**config.mk**
```make
export PLATFORM = sky130hd
export DESIGN_NAME = cw_datapath
export DESIGN_NICKNAME = d
export VERILOG_FILES = /design/src/rtl/cw_pkg.sv /design/src/rtl/cw_regfile.sv /design/src/rtl/cw_func_unit.sv /design/src/rtl/cw_datapath.sv
export SDC_FILE = /design/constraint.sdc
export NUM_CORES = 1
export LEC_CHECK = 0
export ABC_AREA = 1
export BUFFER_PORTS_ARGS = -buffer_cell sky130_fd_sc_hd__buf_2
export CORE_MARGIN = 2
export CORE_UTILIZATION = 25
export CTS_CLUSTER_SIZE = 10
export DETAILED_ROUTE_END_ITERATION = 10
export GPL_TIMING_DRIVEN = 0
export SLEW_MARGIN = 20
export SYNTH_ARGS = -nofsm -noshare
export SYNTH_HDL_FRONTEND = slang
export SYNTH_SLANG_ARGS = --single-unit
```
**constraint.sdc**
```tcl
create_clock -name clk -period 8.1 [get_ports clk]
set_input_delay 2.025 -clock clk [delete_from_list [all_inputs] [get_ports clk]]
set_output_delay 2.025 -clock clk [all_outputs]
set_load 0.005 [all_outputs]
```
**src/rtl/cw_pkg.sv**
```systemverilog
package cw_pkg;
  localparam int DATA_W = 8;
  localparam int RA_W   = 3;
  localparam int FS_W   = 4;
  localparam int CW_W   = 3 * RA_W + FS_W + 3;

  typedef struct packed {
    logic [RA_W-1:0] dest;
    logic [RA_W-1:0] a_sel;
    logic [RA_W-1:0] b_sel;
    logic            b_const;
    logic [FS_W-1:0] func;
    logic            take_din;
    logic            wr_en;
  } cw_t;

  typedef enum logic [FS_W-1:0] {
    FS_PASS_A  = 4'd0,  FS_INC    = 4'd1,  FS_ADD   = 4'd2,  FS_ADD_C  = 4'd3,
    FS_ADD_NB  = 4'd4,  FS_SUB    = 4'd5,  FS_DEC   = 4'd6,  FS_A_C    = 4'd7,
    FS_AND     = 4'd8,  FS_OR     = 4'd9,  FS_XOR   = 4'd10, FS_NOT    = 4'd11,
    FS_PASS_B  = 4'd12, FS_SHR    = 4'd13, FS_SHL   = 4'd14, FS_PASS_B2 = 4'd15
  } fs_e;
endpackage

```
**src/rtl/cw_regfile.sv**
```systemverilog
module cw_regfile #(
  parameter int DATA_W = 8,
  parameter int ADDR_W = 3
) (
  input  logic              clk,
  input  logic              rst_n,
  input  logic              we,
  input  logic [ADDR_W-1:0] wa,
  input  logic [DATA_W-1:0] wd,
  input  logic [ADDR_W-1:0] ra_a,
  input  logic [ADDR_W-1:0] ra_b,
  output logic [DATA_W-1:0] rd_a,
  output logic [DATA_W-1:0] rd_b
);
  localparam int NREGS = 1 << ADDR_W;

  logic [DATA_W-1:0] regs [NREGS];

  for (genvar i = 0; i < NREGS; i++) begin : g_reg
    logic [DATA_W-1:0] q;
    always_ff @(posedge clk or negedge rst_n) begin
      if (!rst_n)                        q <= '0;
      else if (we && wa == ADDR_W'(i))   q <= wd;
    end
    assign regs[i] = q;
  end

  assign rd_a = regs[ra_a];
  assign rd_b = regs[ra_b];
endmodule

```
**src/rtl/cw_func_unit.sv**
```systemverilog
module cw_func_unit
  import cw_pkg::*;
#(
  parameter int DATA_W = 8
) (
  input  logic [DATA_W-1:0] a,
  input  logic [DATA_W-1:0] b,
  input  logic [FS_W-1:0]   fs,
  output logic [DATA_W-1:0] f,
  output logic              c,
  output logic              v,
  output logic              n,
  output logic              z
);
  logic [DATA_W-1:0] y;
  logic [DATA_W:0]   sum;
  logic              arith;

  assign arith = ~fs[FS_W-1];

  always_comb begin
    unique case (fs[2:1])
      2'd0: y = '0;
      2'd1: y = b;
      2'd2: y = ~b;
      default: y = '1;
    endcase
  end

  assign sum = {1'b0, a} + {1'b0, y} + {{DATA_W{1'b0}}, fs[0]};

  always_comb begin
    if (arith) begin
      f = sum[DATA_W-1:0];
    end else begin
      unique case (fs[2:0])
        3'd0:    f = a & b;
        3'd1:    f = a | b;
        3'd2:    f = a ^ b;
        3'd3:    f = ~a;
        3'd5:    f = b >> 1;
        3'd6:    f = b << 1;
        default: f = b;
      endcase
    end
  end

  assign c = arith & sum[DATA_W];
  assign v = arith & (a[DATA_W-1] == y[DATA_W-1]) & (sum[DATA_W-1] != a[DATA_W-1]);
  assign n = f[DATA_W-1];
  assign z = (f == '0);
endmodule

```
**src/rtl/cw_datapath.sv**
```systemverilog
module cw_datapath
  import cw_pkg::*;
#(
  parameter int DATA_W = cw_pkg::DATA_W
) (
  input  logic              clk,
  input  logic              rst_n,
  input  logic [CW_W-1:0]   control,
  input  logic [DATA_W-1:0] const_in,
  input  logic [DATA_W-1:0] din,
  output logic [DATA_W-1:0] addr_out,
  output logic [DATA_W-1:0] dout,
  output logic              flag_c,
  output logic              flag_v,
  output logic              flag_n,
  output logic              flag_z
);
  cw_t               cw;
  logic [DATA_W-1:0] rd_a, rd_b, b_op, fu_out, wb_val;

  assign cw = cw_t'(control);

  cw_regfile #(.DATA_W(DATA_W), .ADDR_W(RA_W)) i_regs (
    .clk (clk), .rst_n (rst_n), .we (cw.wr_en), .wa (cw.dest), .wd (wb_val),
    .ra_a (cw.a_sel), .ra_b (cw.b_sel), .rd_a (rd_a), .rd_b (rd_b)
  );

  assign b_op = cw.b_const ? const_in : rd_b;

  cw_func_unit #(.DATA_W(DATA_W)) i_fu (
    .a (rd_a), .b (b_op), .fs (cw.func), .f (fu_out),
    .c (flag_c), .v (flag_v), .n (flag_n), .z (flag_z)
  );

  assign wb_val   = cw.take_din ? din : fu_out;
  assign addr_out = rd_a;
  assign dout     = b_op;
endmodule

```
==> qor.yml <==
setup_violations: 0
place_inst: 1201
synth_mux_area_share_pct: 0
grt_antenna_before_repair: 1
post-route-period-util_pct: 89.5
final_core_util_pct: 30.0
ys_seq_area_share_pct: 29.6
yosys.area_share.simple_pct: 44.7
regMostFlops: "i_regs.g.q"
outcome: "completed"
clock_sinks: 64
synthToLayoutAreaGrowth_pct: 17.2
async_flop_share_pct: 100
grt_pass1_vias: 5490
critPathMaxStageDelay_ns: 0.42
crit_family: "simple AND/OR/NAND/NOR gates"
cts_tree: "built"
end_kind: "output pin"
rsz0062_at_grt: "false"
wire_per_inst_um: 15.8
fin_nets: 996
fin_area_um2: 6350
syn-mean-instance-area_um2: 6.20
grt.total_usage_pct: 17.1
startpoint: "control[7]"
yosys_warnings: 0
rrSetupSlack_ns: 4.92
syn_inst: 874
core_area_um2: 21200
synth_top_family_by_area: "simple AND/OR/NAND/NOR gates"
route.detailed.drc: 0
hold_depth: 2
power_density_nw_per_um2: 204
yosys.area.top_type: "dfrtp_1"
cts-hold-fix-buffers: 0
top_regs: "i_regs.g.q: 64 flops"
rows: 53
synth_common_cells: "330 x nand2_1, 159 x nand3_1, 122 x inv_1, 64 x dfrtp_1, 29 x o21ai_0"
r2r_cells: 19
synthMostInstantiatedCell: "nand2_1"
cts.clk_slew.worst_paths_ns: 0.05
syn_nets: 933
holdWs_ns: 0.479
cp_data_required_time_ns: 6.08
pre_cts_ws_ns: 0.854
dieArea_um2: 22900
insertion_delay_ns: 0.34
reg2reg_to: "i_regs.g_reg[4].q[6]"
largest_reg_flops: 64
fin_crit_ns: 7.25
holdPathEnd: "i_regs.g_reg[5].q[6]"
globalRoute.totalOverflow: 0
hold_path.class: "reg -> reg"
ys_ff_latch: 64
vias_per_cell: 4.80
netlist.area_leader.share_pct: 29.6
synth-xor-area-share_pct: 0.162
num_vias: 5844
drive_above_1_share_pct: 13.1
skew_ns: 0.00664
slew_viol_final: 0
synth_edf_count: 0
fmax_mhz: 138
setup_tns_ns: 0
cts_buffers: 9
ant_nets: 0
grt_first_pass_wirelength_mm: 29.8
clockRootBuffer: "clkbuf_16"
postLayoutSetupSlackWorst_ns: 0.850
power_mw: 1.30
final_cells: 1218
initial_utilization_pct: 25.6
start_kind: "input pin"
synth-compound-area-share_pct: 6.58
cts_resized: 0
critical_path_buf_inv_count: 4
die_height_um: 151
crit_path_frequent_cell: "nand2_1"
arrival_ns: 5.23
yosys-top-cells-area: "dfrtp_1 30%, nand2_1 23%, nand3_1 15%"
clk_path_buf_depth: 2
worstMarginPinSlew_ns: 1.13
die_w_um: 151
cts_setup_buffers: 0
grt_max_degree: 54
numPortBuffers: 51
cts.htree.levels: 3
cap_violations: 0
ios: 54
crit_slowest_cell: "fa_1"
dr.pass1.iters: 6
wl_mm: 19.3
post-dp-hpwl_mm: 14.0
synth_cell_type_count: 31
crit_type: "in -> out"
drt_iter0_drc: 605
yosys.area_share.adder_pct: 6.05
reg2reg_from: "i_regs.g_reg[0].q[0]"
min_from: "i_regs.g_reg[5].q[6]"
p_leak_nw: 3.44
gp_congestion: 0.919
synthesis.area_um2: 5420
cp_max_fo: 10
ir_drop_v: 0.000101
maxSlewHeadroom_pct: 24.4
dpl-instance-area_um2: 6050
synth_ff_type: "dfrtp_1"
final_hold_viol_count: 0
crit_chain: "buf_2, inv_2, buf_2, nand2_1, nand3_1, nand3_1, nand3_2, nand2_4, nand2_1, o21ai_0, fa_1, fa_1, nand3_1, nand2_1, nand2_1, nand2_1, a21oi_1, nand2_1, nand2_1, nand2_1, nor2_1, nand2_1, nor2_1, buf_2"
==> worst reg2reg max path, delay by kind of cell (launching register included) <==
kind	cells	cell delay [ns]
flops	1	0.40
fa+ha+maj	2	0.84
simple gates	15	1.57
compound gates	2	0.25
==> placed cells by master (no fill, tap or decap), drive strengths merged, types with 2 or more instances in the layout <==
cell type,n
dfrtp,64
nor2,31
clkinv,2
or2,9
o21ai,37
o211ai,7
clkbuf,19
fa,2
nand3,167
ha,23
nand2,339
nand4,7
nor3,2
a21oi,20
buf,83
inv,126
==> worst max path at each step <==
| stage | depth (start not counted) | endpoint | slack (ns) |
|---|---|---|---|
| finish | 24 | flag_z | 0.85 |
| global route | 24 | flag_z | 0.51 |
| CTS | 24 | flag_z | 0.86 |
| detailed placement | 24 | flag_z | 0.85 |
| global placement | 24 | flag_z | 0.87 |
| floorplan | 22 | flag_z | 1.55 |
==> per-layer routing <==
| metal | up-vias | part of all wire [%] | GRT usage [%] | wire, µm |
|---|---|---|---|---|
| met3 | 25 | 8.7 | 4.10 | 1680 |
| met5 | - | 0 | 0 | 0 |
| li1 | 2878 | - | - | - |
| met2 | 258 | 45 | 27.7 | 8680 |
| met4 | 0 | 1.9 | 5.47 | 368 |
| met1 | 2683 | 44 | 22.6 | 8560 |
==> cell type report <==
class	count	area [µm²]
buffer	37	226
inverter	126	473
timing repair buffer	52	285
clock inverter	3	40.0
fill	2342	14800
clock buffer	13	260
antenna	1	2.50
sequential	64	1600
tap	275	344
multi-input combinational	647	3120
==> power by group <==
group          internal [mW]  switching [mW]
sequential             0.393          0.0388
clock                  0.254           0.146
combinational          0.160           0.304
==> logic make-up (layout without fill, tap and decap cells) <==
family                   Yosys count  count (layout)
AND/OR/NAND/NOR                  555             555
buffers and inverters            163             231
AO/OA/AOI/OAI                     66              66
flip-flops                        64              64
adder cells (fa/ha/maj)           25              25
XOR/XNOR                           1               1
other                              0               1
Note: power is estimated with default switching activity, not from simulation.
